[config.mk]
export PLATFORM = sky130hd
export DESIGN_NAME = lockable_io_port
export DESIGN_NICKNAME = d
export VERILOG_FILES = /design/src/rtl/lkp_pkg.sv /design/src/rtl/lkp_cfg_bank.sv /design/src/rtl/lkp_lock_seq.sv /design/src/rtl/lkp_out_ctrl.sv /design/src/rtl/lkp_in_sync.sv /design/src/rtl/lockable_io_port.sv
export SDC_FILE = /design/constraint.sdc
export NUM_CORES = 1
export LEC_CHECK = 0
export BUFFER_PORTS_ARGS = -buffer_cell sky130_fd_sc_hd__buf_2
export CORE_MARGIN = 4
export CORE_UTILIZATION = 45
export CTS_CLUSTER_DIAMETER = 100
export DETAILED_ROUTE_END_ITERATION = 12
export PLACE_DENSITY = 0.7
export SYNTH_ARGS = -nofsm -noshare
export SYNTH_HDL_FRONTEND = slang
export SYNTH_SLANG_ARGS = --single-unit
[constraint.sdc]
create_clock -name clk -period 2.2 [get_ports clk]
set_clock_uncertainty 0.15 [all_clocks]
set_input_delay 0.44 -clock clk [delete_from_list [all_inputs] [get_ports clk]]
set_output_delay 0.44 -clock clk [all_outputs]
set_load 0.005 [all_outputs]
[src/rtl/lkp_pkg.sv]
`timescale 1ns/1ps
package lkp_pkg;

  typedef enum logic [1:0] {
    PM_INPUT  = 2'd0,
    PM_OUTPUT = 2'd1,
    PM_ALTFN  = 2'd2,
    PM_ANALOG = 2'd3
  } pin_mode_e;

  typedef enum logic [1:0] {
    LK_IDLE,
    LK_ARM1,
    LK_ARM0,
    LK_DONE
  } lock_state_e;

  localparam logic [3:0] RA_MODE   = 4'd0;
  localparam logic [3:0] RA_OTYPE  = 4'd1;
  localparam logic [3:0] RA_SPEED  = 4'd2;
  localparam logic [3:0] RA_PULL   = 4'd3;
  localparam logic [3:0] RA_IN     = 4'd4;
  localparam logic [3:0] RA_OUT    = 4'd5;
  localparam logic [3:0] RA_SETCLR = 4'd6;
  localparam logic [3:0] RA_CLR    = 4'd7;
  localparam logic [3:0] RA_AFLO   = 4'd8;
  localparam logic [3:0] RA_AFHI   = 4'd9;
  localparam logic [3:0] RA_LOCK   = 4'd10;

endpackage

[src/rtl/lkp_cfg_bank.sv]
`timescale 1ns/1ps
// One configuration word: NPIN fields of FW bits, each frozen by its lock bit.
module lkp_cfg_bank #(
  parameter int NPIN = 16,
  parameter int FW   = 2
) (
  input  logic               clk,
  input  logic               rst_n,
  input  logic               we,
  input  logic [NPIN*FW-1:0] wdata,
  input  logic [NPIN-1:0]    lock,
  output logic [NPIN*FW-1:0] q
);

  logic [FW-1:0] fld [NPIN];

  for (genvar p = 0; p < NPIN; p++) begin : g_pin
    always_ff @(posedge clk) begin
      if (!rst_n)
        fld[p] <= '0;
      else if (we && !lock[p])
        fld[p] <= wdata[p*FW +: FW];
    end
    assign q[p*FW +: FW] = fld[p];


    frozen_field_chk: assert property (@(posedge clk) disable iff (!rst_n)
      lock[p] |=> $stable(q[p*FW +: FW]));
  end

endmodule

[src/rtl/lkp_lock_seq.sv]
`timescale 1ns/1ps
// Three-write key sequence that commits a per-pin freeze mask.
module lkp_lock_seq
  import lkp_pkg::*;
#(
  parameter int NPIN = 16
) (
  input  logic            clk,
  input  logic            rst_n,
  input  logic            we,
  input  logic [NPIN:0]   wdata,
  output logic [NPIN-1:0] lock_mask,
  output logic            done
);

  lock_state_e     st_q, st_d;
  logic [NPIN-1:0] pend_q, pend_d;
  logic [NPIN-1:0] mask_q, mask_d;
  logic            key;
  logic [NPIN-1:0] msk;
  logic            same;

  assign key  = wdata[NPIN];
  assign msk  = wdata[NPIN-1:0];
  assign same = (msk == pend_q);

  always_comb begin
    st_d   = st_q;
    pend_d = pend_q;
    mask_d = mask_q;
    if (we && st_q != LK_DONE) begin
      unique case (st_q)
        LK_ARM1: begin
          if (!key && same)  st_d = LK_ARM0;
          else if (key)      begin st_d = LK_ARM1; pend_d = msk; end
          else               st_d = LK_IDLE;
        end
        LK_ARM0: begin
          if (key && same)   begin st_d = LK_DONE; mask_d = pend_q; end
          else if (key)      begin st_d = LK_ARM1; pend_d = msk; end
          else               st_d = LK_IDLE;
        end
        default: begin
          if (key)           begin st_d = LK_ARM1; pend_d = msk; end
        end
      endcase
    end
  end

  always_ff @(posedge clk) begin
    if (!rst_n) begin
      st_q   <= LK_IDLE;
      pend_q <= '0;
      mask_q <= '0;
    end else begin
      st_q   <= st_d;
      pend_q <= pend_d;
      mask_q <= mask_d;
    end
  end

  assign lock_mask = mask_q;
  assign done      = (st_q == LK_DONE);


  lock_sticky_chk: assert property (@(posedge clk) disable iff (!rst_n)
    done |=> done);


  lock_mask_hold_chk: assert property (@(posedge clk) disable iff (!rst_n)
    done |=> $stable(lock_mask));


  no_lock_before_key_chk: assert property (@(posedge clk) disable iff (!rst_n)
    !done |=> (done || lock_mask == '0));

endmodule

[src/rtl/lkp_out_ctrl.sv]
`timescale 1ns/1ps
// Output data word with atomic set/clear paths and the per-pin pad drive.
module lkp_out_ctrl
  import lkp_pkg::*;
#(
  parameter int NPIN = 16
) (
  input  logic              clk,
  input  logic              rst_n,
  input  logic              out_we,
  input  logic [NPIN-1:0]   out_wdata,
  input  logic              setclr_we,
  input  logic [NPIN-1:0]   set_mask,
  input  logic [NPIN-1:0]   sc_clr_mask,
  input  logic              clr_we,
  input  logic [NPIN-1:0]   clr_mask,
  input  logic [2*NPIN-1:0] mode,
  input  logic [NPIN-1:0]   otype,
  input  logic [NPIN-1:0]   alt_do,
  output logic [NPIN-1:0]   out_q,
  output logic [NPIN-1:0]   pad_do,
  output logic [NPIN-1:0]   pad_oe
);

  always_ff @(posedge clk) begin
    if (!rst_n)
      out_q <= '0;
    else if (out_we)
      out_q <= out_wdata;
    else if (setclr_we)
      out_q <= (out_q & ~sc_clr_mask) | set_mask;
    else if (clr_we)
      out_q <= out_q & ~clr_mask;
  end

  for (genvar p = 0; p < NPIN; p++) begin : g_drv
    logic drive;
    logic val;
    always_comb begin
      drive = 1'b0;
      val   = 1'b0;
      if (mode[2*p +: 2] == PM_OUTPUT) begin
        drive = 1'b1;
        val   = out_q[p];
      end else if (mode[2*p +: 2] == PM_ALTFN) begin
        drive = 1'b1;
        val   = alt_do[p];
      end
    end
    assign pad_do[p] = val;
    assign pad_oe[p] = drive && !(otype[p] && val);
  end


  set_wins_chk: assert property (@(posedge clk) disable iff (!rst_n)
    setclr_we |=> ((out_q & $past(set_mask)) == $past(set_mask)));


  clear_only_chk: assert property (@(posedge clk) disable iff (!rst_n)
    clr_we |=> ((out_q & $past(clr_mask)) == '0));

endmodule

[src/rtl/lkp_in_sync.sv]
`timescale 1ns/1ps
// Two-flop synchronizer for the pad input levels.
module lkp_in_sync #(
  parameter int NPIN = 16
) (
  input  logic            clk,
  input  logic            rst_n,
  input  logic [NPIN-1:0] pad_in,
  output logic [NPIN-1:0] q
);

  logic [NPIN-1:0] meta_q;

  always_ff @(posedge clk) begin
    if (!rst_n) begin
      meta_q <= '0;
      q      <= '0;
    end else begin
      meta_q <= pad_in;
      q      <= meta_q;
    end
  end

endmodule

[src/rtl/lockable_io_port.sv]
`timescale 1ns/1ps
module lockable_io_port
  import lkp_pkg::*;
#(
  parameter int NPIN = 16,
  parameter int DW   = 32,
  parameter int AW   = 4,
  parameter int AFW  = 4
) (
  input  logic                clk,
  input  logic                rst_n,
  input  logic                bus_wr_en,
  input  logic [AW-1:0]       bus_addr,
  input  logic [DW-1:0]       bus_wdata,
  output logic [DW-1:0]       bus_rdata,
  input  logic [NPIN-1:0]     pad_in,
  input  logic [NPIN-1:0]     alt_do,
  output logic [2*NPIN-1:0]   pad_mode,
  output logic [2*NPIN-1:0]   pad_speed,
  output logic [2*NPIN-1:0]   pad_pull,
  output logic [AFW*NPIN-1:0] pad_af_sel,
  output logic [NPIN-1:0]     pad_do,
  output logic [NPIN-1:0]     pad_oe
);

  localparam int AF_LO = DW / AFW;
  localparam int AF_HI = NPIN - AF_LO;

  logic wr_mode, wr_otype, wr_speed, wr_pull, wr_out, wr_setclr, wr_clr;
  logic wr_aflo, wr_afhi, wr_lock;

  assign wr_mode   = bus_wr_en && (bus_addr == RA_MODE);
  assign wr_otype  = bus_wr_en && (bus_addr == RA_OTYPE);
  assign wr_speed  = bus_wr_en && (bus_addr == RA_SPEED);
  assign wr_pull   = bus_wr_en && (bus_addr == RA_PULL);
  assign wr_out    = bus_wr_en && (bus_addr == RA_OUT);
  assign wr_setclr = bus_wr_en && (bus_addr == RA_SETCLR);
  assign wr_clr    = bus_wr_en && (bus_addr == RA_CLR);
  assign wr_aflo   = bus_wr_en && (bus_addr == RA_AFLO);
  assign wr_afhi   = bus_wr_en && (bus_addr == RA_AFHI);
  assign wr_lock   = bus_wr_en && (bus_addr == RA_LOCK);

  logic [NPIN-1:0]      lock_mask;
  logic                 lock_done;
  logic [2*NPIN-1:0]    mode_q, speed_q, pull_q;
  logic [NPIN-1:0]      otype_q;
  logic [AFW*AF_LO-1:0] aflo_q;
  logic [AFW*AF_HI-1:0] afhi_q;
  logic [NPIN-1:0]      out_q;
  logic [NPIN-1:0]      in_q;

  lkp_lock_seq #(.NPIN(NPIN)) u_lock (
    .clk(clk), .rst_n(rst_n), .we(wr_lock), .wdata(bus_wdata[NPIN:0]),
    .lock_mask(lock_mask), .done(lock_done)
  );

  lkp_cfg_bank #(.NPIN(NPIN), .FW(2)) u_mode (
    .clk(clk), .rst_n(rst_n), .we(wr_mode), .wdata(bus_wdata[2*NPIN-1:0]),
    .lock(lock_mask), .q(mode_q)
  );

  lkp_cfg_bank #(.NPIN(NPIN), .FW(1)) u_otype (
    .clk(clk), .rst_n(rst_n), .we(wr_otype), .wdata(bus_wdata[NPIN-1:0]),
    .lock(lock_mask), .q(otype_q)
  );

  lkp_cfg_bank #(.NPIN(NPIN), .FW(2)) u_speed (
    .clk(clk), .rst_n(rst_n), .we(wr_speed), .wdata(bus_wdata[2*NPIN-1:0]),
    .lock(lock_mask), .q(speed_q)
  );

  lkp_cfg_bank #(.NPIN(NPIN), .FW(2)) u_pull (
    .clk(clk), .rst_n(rst_n), .we(wr_pull), .wdata(bus_wdata[2*NPIN-1:0]),
    .lock(lock_mask), .q(pull_q)
  );

  lkp_cfg_bank #(.NPIN(AF_LO), .FW(AFW)) u_aflo (
    .clk(clk), .rst_n(rst_n), .we(wr_aflo), .wdata(bus_wdata[AFW*AF_LO-1:0]),
    .lock(lock_mask[AF_LO-1:0]), .q(aflo_q)
  );

  lkp_cfg_bank #(.NPIN(AF_HI), .FW(AFW)) u_afhi (
    .clk(clk), .rst_n(rst_n), .we(wr_afhi), .wdata(bus_wdata[AFW*AF_HI-1:0]),
    .lock(lock_mask[NPIN-1:AF_LO]), .q(afhi_q)
  );

  lkp_out_ctrl #(.NPIN(NPIN)) u_out (
    .clk(clk), .rst_n(rst_n),
    .out_we(wr_out), .out_wdata(bus_wdata[NPIN-1:0]),
    .setclr_we(wr_setclr), .set_mask(bus_wdata[NPIN-1:0]),
    .sc_clr_mask(bus_wdata[2*NPIN-1:NPIN]),
    .clr_we(wr_clr), .clr_mask(bus_wdata[NPIN-1:0]),
    .mode(mode_q), .otype(otype_q), .alt_do(alt_do),
    .out_q(out_q), .pad_do(pad_do), .pad_oe(pad_oe)
  );

  lkp_in_sync #(.NPIN(NPIN)) u_in (
    .clk(clk), .rst_n(rst_n), .pad_in(pad_in), .q(in_q)
  );

  assign pad_mode   = mode_q;
  assign pad_speed  = speed_q;
  assign pad_pull   = pull_q;
  assign pad_af_sel = {afhi_q, aflo_q};

  always_comb begin
    unique case (bus_addr)
      RA_MODE:  bus_rdata = DW'(mode_q);
      RA_OTYPE: bus_rdata = DW'(otype_q);
      RA_SPEED: bus_rdata = DW'(speed_q);
      RA_PULL:  bus_rdata = DW'(pull_q);
      RA_IN:    bus_rdata = DW'(in_q);
      RA_OUT:   bus_rdata = DW'(out_q);
      RA_AFLO:  bus_rdata = DW'(aflo_q);
      RA_AFHI:  bus_rdata = DW'(afhi_q);
      RA_LOCK:  bus_rdata = DW'({lock_done, lock_mask});
      default:  bus_rdata = '0;
    endcase
  end


  out_readback_chk: assert property (@(posedge clk) disable iff (!rst_n)
    wr_out |=> (out_q == $past(bus_wdata[NPIN-1:0])));

endmodule

Yosys cells after proc, flatten, opt, wreduce, memory -nomap -nowiden
Memory sizes are Yosys's and may differ from the RTL's.
Index checks and enable logic that the tools add are counted.
{"block": "classes", "n_div": 0, "muxes": 398, "eq_ne": 49, "n_shift": 0, "n_bitwise": 85, "mul": 0, "n_reduce_logical": 164, "magnitude_cmp": 0, "add_sub_neg": 0}
{"op": "$mux 1", "n": 322}
{"op": "$pmux 32 s9", "n": 1}
{"op": "$logic_and 1x1->1", "n": 125}
{"op": "$mux 2", "n": 51}
{"op": "$mux 16", "n": 6}
{"op": "$or 1x1->1", "n": 80}
{"op": "$mux 4", "n": 16}
{"op": "$eq 2x2->1 const B", "n": 18}
{"op": "$eq 2x1->1 const B", "n": 17}
{"op": "$logic_not 1->1", "n": 33}
{"op": "$and 16x16->16", "n": 2}
{"op": "$not 16->16", "n": 2}
{"op": "$pmux 16 s2", "n": 1}
{"op": "$eq 16x16->1", "n": 1}
{"op": "$eq 4x3->1 const B", "n": 4}
{"op": "$or 16x16->16", "n": 1}
{"op": "$eq 4x4->1 const B", "n": 3}
{"op": "$eq 4x2->1 const B", "n": 2}
{"op": "$ne 2x2->1 const B", "n": 3}
{"op": "$reduce_and 3->1", "n": 2}
{"op": "$reduce_bool 3->1", "n": 2}
{"op": "$eq 4x1->1 const B", "n": 1}
{"op": "$logic_not 4->1", "n": 1}
{"op": "$pmux 2 s2", "n": 1}
{"op": "$reduce_and 2->1", "n": 1}
{"block": "totals", "word_cells": 708, "mem_bits_ro": 0, "ram_bits": 176, "memories": 6, "reg_bits": 82, "inputBits": 71, "out_inout_bits": 224, "latch_bits": 0}
{"name": "u_afhi.fld", "words": 8, "width": 4, "rd": 8, "rd_clocked_by_memory_dff": 0, "wr": 8, "line": "lkp_cfg_bank.sv:15", "rtl": "logic [FW-1:0] fld [NPIN];"}
{"name": "u_aflo.fld", "words": 8, "width": 4, "rd": 8, "rd_clocked_by_memory_dff": 0, "wr": 8, "line": "lkp_cfg_bank.sv:15"}
{"name": "u_mode.fld", "words": 16, "width": 2, "rd": 16, "rd_clocked_by_memory_dff": 0, "wr": 16, "line": "lkp_cfg_bank.sv:15"}
{"name": "u_pull.fld", "words": 16, "width": 2, "rd": 16, "rd_clocked_by_memory_dff": 0, "wr": 16, "line": "lkp_cfg_bank.sv:15"}
{"name": "u_speed.fld", "words": 16, "width": 2, "rd": 16, "rd_clocked_by_memory_dff": 0, "wr": 16, "line": "lkp_cfg_bank.sv:15"}
{"name": "u_otype.fld", "words": 16, "width": 1, "rd": 16, "rd_clocked_by_memory_dff": 0, "wr": 16, "line": "lkp_cfg_bank.sv:15"}

Logic depth before layout (Yosys ltp)
{"block": "depth", "word_depth": 7, "depth_mapped": 8, "mapped_depth_nobuf": 6}

Hierarchy
A second synthesis with hierarchy kept.
{"block": "unflattened", "cells_unflattened": 1308, "hier_area_um2": 14726.6}
{"module": "lkp_cfg_bank at u_mode ...", "seq_area_each_um2": 960.9, "instances": 3, "area_each_um2": 1482.7, "cells_per_inst": 87}
{"module": "lkp_cfg_bank at u_afhi ...", "seq_area_each_um2": 960.9, "instances": 2, "area_each_um2": 1435.1, "cells_per_inst": 77}
{"module": "lkp_out_ctrl", "seq_area_each_um2": 320.3, "instances": 1, "area_each_um2": 1938.1, "cells_per_inst": 254}
{"module": "lkp_lock_seq", "seq_area_each_um2": 680.7, "instances": 1, "area_each_um2": 1916.8, "cells_per_inst": 253}
{"module": "lockable_io_port", "seq_area_each_um2": 0.0, "instances": 1, "area_each_um2": 1891.8, "cells_per_inst": 264}
{"module": "lkp_in_sync", "seq_area_each_um2": 640.6, "instances": 1, "area_each_um2": 895.9, "cells_per_inst": 67}
{"module": "lkp_cfg_bank at u_otype", "seq_area_each_um2": 470.5, "instances": 1, "area_each_um2": 765.7, "cells_per_inst": 55}

Least setup slack after synthesis
Ideal clock, no wire load.
{"block": "synth_timing", "path_type": "input to output", "start": "in bus_addr[1]", "end": "out bus_rdata[2]", "n_path_buf": 3, "setup_slack_ns": -0.182, "cell_stages": 7, "arrival_time_ns": 1.792, "required_time_ns": 1.610, "cell_sequence": "buf_2 -> nor2b_1 -> buf_2 -> nor3b_1 -> clkbuf_1 -> a22oi_1 -> nand4_1"}
{"block": "synth_between", "elab_chain_len": 2, "word_cells_on_any_way": 10, "cone_classes": "eq/ne (8); mux (1); reduce/logical (1)"}
{"element": "from (decl)", "line": "lockable_io_port.sv:13", "rtl": "input logic [AW-1:0] bus_addr,"}
{"element": "$eq 4x4->1 (tied with other cells)", "line": "lockable_io_port.sv:107", "rtl": "unique case (bus_addr)"}
{"element": "$pmux 32 s9 (*)", "line": "lockable_io_port.sv:107"}
{"element": "to (decl)", "line": "lockable_io_port.sv:15", "rtl": "output logic [DW-1:0] bus_rdata,"}
Mark *: on every way between the ends. The rest lies on a longest branch, timed or not.

Worst setup path in the final report
{"block": "layout_timing", "start": "in bus_addr[3]", "end": "out bus_rdata[7]"}
The elaborated chain is that of the path after synthesis.

==> results.cfg <==
[run_status]
status = finished with violations
violations = negative setup slack

[cts]
cts.htree.levels = 1
cts_sinks = 258
clock_tree.buffer_depth = 3
cts_buffers = 28
cts.clk_slew.worst_paths_ns = 0.06
clk_latency_ns = 0.53
cts_tree = done
clockRootBuffer = clkbuf_16

[timing]
drv_slew = 0
fmax_ghz = 0.4314
setup_tns_ns = -1.764
period_minus_slack_ns = 2.318
setup_slack_ns = -0.1180
slew_headroom_pct = 61.81
worst-slew-pin-transition_ns = 0.5720
hold_viol = 0
grt_setup_unrepaired = true
whs_ns = 0.1398
min_period_over_period_pct = 105.4
setup_viol = 34

[global_route]
gr-total-overflow = 0
grt_max_degree = 68
grt_pass1_vias = 11790
antenna_found_initial = 2
grt_use_total_pct = 30.41
grt_pass1_wl_um = 72790

[pwr]
internal-power_w = 0.008935
seq_power_share_pct = 47.4
irDropWorstVdd_mv = 0.6657
switching_share_pct = 24.83
p_per_area_nw_per_um2 = 666.0
p_comb_share_pct = 12.9
leakagePower_nw = 7.147
clkPwrFrac_pct = 39.7
switchingPower_w = 0.002951

[synthesis]
ys_warn_count = 0
syn_inst = 1295
synth_top_flop_cell = edfxtp_1
yosysMostFrequentCell = edfxtp_1
synth_top_area_share_pct = 40.47
ys_seq_area_share_pct = 53.26
synth_top_cells_by_area = edfxtp_1, dfxtp_1, nor3b_1, o21ai_0, nand2_1
synth_nets = 1401
synth.ff_latch_count = 258
ys_async_sr_fraction_pct = 0
synth_edf_count = 175
synthTopCellsByCount = edfxtp_1, nand2_1, nor2_1
syn-cell-area_um2 = 12990
yosys.area.top_type = edfxtp_1
syn_area_per_cell_um2 = 10.03
ys_types = 40

[floorplan]
io_pins = 295
core_area_um2 = 28090
die_width_um = 177.9
die_h_um = 177.9
rows = 61
dieArea_um2 = 31640
start_util_pct = 46.24

[worst_setup_path]
cpMostUsedCell = buf_12
crit_path_top_delay_cell = a22oi_2
worstSetupPathType = in -> out
critical_path.max_stage_delay_ns = 0.35
cp-start-kind = primary input
required_ns = 1.61
worst_ep_arrival_time_ns = 1.73
critPathMaxFanout = 6
crit_path_start = bus_addr[3]
rr_startpoint = u_lock.pend_q[8]$_SDFFE_PN0P_
cp_cell_sequence = buf_12, buf_12, and4bb_4, buf_12, a22oi_2, nand4_1, buf_2
worstSetupEndpointType = primary output

[drt]
drc = 0
vias = 12480
drt_first_pass_iters = 8
routedWlPerCell_um = 24.00
via_per_inst = 5.963
antenna_left = 0
wl_um = 50230
drtIter0Drc = 1932

[cells_and_area]
finalNonFillerCells = 2093
drive_gt1_share_pct = 37.78
fillers = 2306
area_growth_pct = 37.44
antennaDiodeCount = 0
final_nets = 1800
finalInstanceArea_um2 = 17850

[placement]
port_buffers = 294
placed_area_um2 = 15620
dpl.cell_count = 1956
gp_congestion = 0.9330
dp_hpwl_um = 36640
dp_worst_setup_slack_ns = -0.4066

[hold_path]
min-delay-start = rst_n
min-delay-path-class = in -> reg

[flow_run]
maxCapViolCount = 0
-- through the flow --
stage / util [%] / power [W]
final: 63.55 / 0.01189
after global routing: 63.55 / 0.01222
after detailed placement: 55.60 / 0.007011
after CTS: 62.83 / 0.01182
after global placement: 55.60 / 0.006986
after floorplan: - / 0.006259
-- power groups by stage --
stage               clock network, W  registers [W]  logic [W]
finish                       0.00472        0.00563    0.00153
global route                 0.00494        0.00565    0.00163
detailed placement                 0        0.00573    0.00128
CTS                          0.00474        0.00562    0.00146
floorplan                          0        0.00566   0.000599
global placement                   0        0.00573    0.00126
-- flip-flops by register name, summed over array words and instances (netlist names), 32 cells and up --
register,count
u_speed.fld,32
u_aflo.fld,32
u_mode.fld,32
u_afhi.fld,32
u_pull.fld,32
-- placed cells by master, fill, tap and decap left out, types with 10 or more instances in the layout --
| cell type | n |
|---|---|
| o21ai_2 | 25 |
| o21ai_0 | 80 |
| nand2_1 | 142 |
| o221ai_1 | 16 |
| a21oi_1 | 42 |
| nand3_1 | 22 |
| nand4_1 | 19 |
| nor3_1 | 20 |
| dfxtp_1 | 80 |
| a222oi_1 | 15 |
| clkbuf_16 | 30 |
| inv_1 | 35 |
| edfxtp_1 | 175 |
| ha_2 | 17 |
| xor2_1 | 10 |
| and2_1 | 33 |
| a211oi_1 | 32 |
| buf_4 | 148 |
| mux2i_1 | 33 |
| buf_12 | 28 |
| a22oi_2 | 30 |
| buf_2 | 288 |
| nand2b_1 | 16 |
| a22oi_1 | 36 |
| nor3b_1 | 86 |
| buf_6 | 15 |
| ha_1 | 18 |
| dlygate4sd3_1 | 16 |
| nor2_1 | 120 |
-- what timing repair did --
action | 4_1_cts | 5_1_grt
gates resized for setup | 126 | 39
hold buffers | 16 | 0
endpoints found under the hold margin | 16 | 0
setup endpoints to repair | 61 | 59
setup buffers | 51 | 16
gates cloned | 6 | 1
pin swaps | 45 | 38
-- critical path, delay by kind of cell --
family / cells / cell delay, ns
buf+inv: 4 / 0.55
simple gates: 2 / 0.37
compound gates: 1 / 0.35
-- logic make-up after synthesis --
family                     count (synthesis)  share of synthesized area (%)
muxes                                     34                          2.621
adders and majority gates                 35                          3.372
xor gates and xnor gates                  16                          1.079
and+or+nand+nor                          489                          19.66
AOI/OAI and AO/OA                        290                          14.11
buffers and inverters                    173                          5.906
DFF                                      258                          53.26
-- path summary, 6_finish.rpt --
check                                           end  slack [ns]  depth (start not counted)
hold / removal    u_lock.lock_mask[12]$_SDFFE_PN0P_        0.14                          3
hold reg to reg                u_in.q[8]$_SDFF_PN0_        0.28                          1
setup reg to reg  u_lock.lock_mask[11]$_SDFFE_PN0P_        0.10                          6
setup / recovery                       bus_rdata[7]       -0.12                          7
-- area by class of cell --
cell class / count / area, um2 / share of cell area (%)
Clock inverter: 10 / 106.4 / 0.5959
Timing Repair Buffer: 505 / 3627 / 20.32
Tap cell: 378 / 473.0 / 2.650
Inverter: 37 / 138.9 / 0.7781
Clock buffer: 41 / 820.8 / 4.599
Sequential cell: 258 / 6920 / 38.77
Multi-Input combinational cell: 864 / 5762 / 32.28
-- layer usage --
layer / routed length [um] / share of wire, % / GRT usage [%]
met5: 20 / 0.040 / 0
met4: 1862 / 3.7 / 9.636
met3: 5662 / 11 / 6.072
met2: 23730 / 47 / 50.39
met1: 18960 / 38 / 40.27
(Power assumes the default switching activity.)
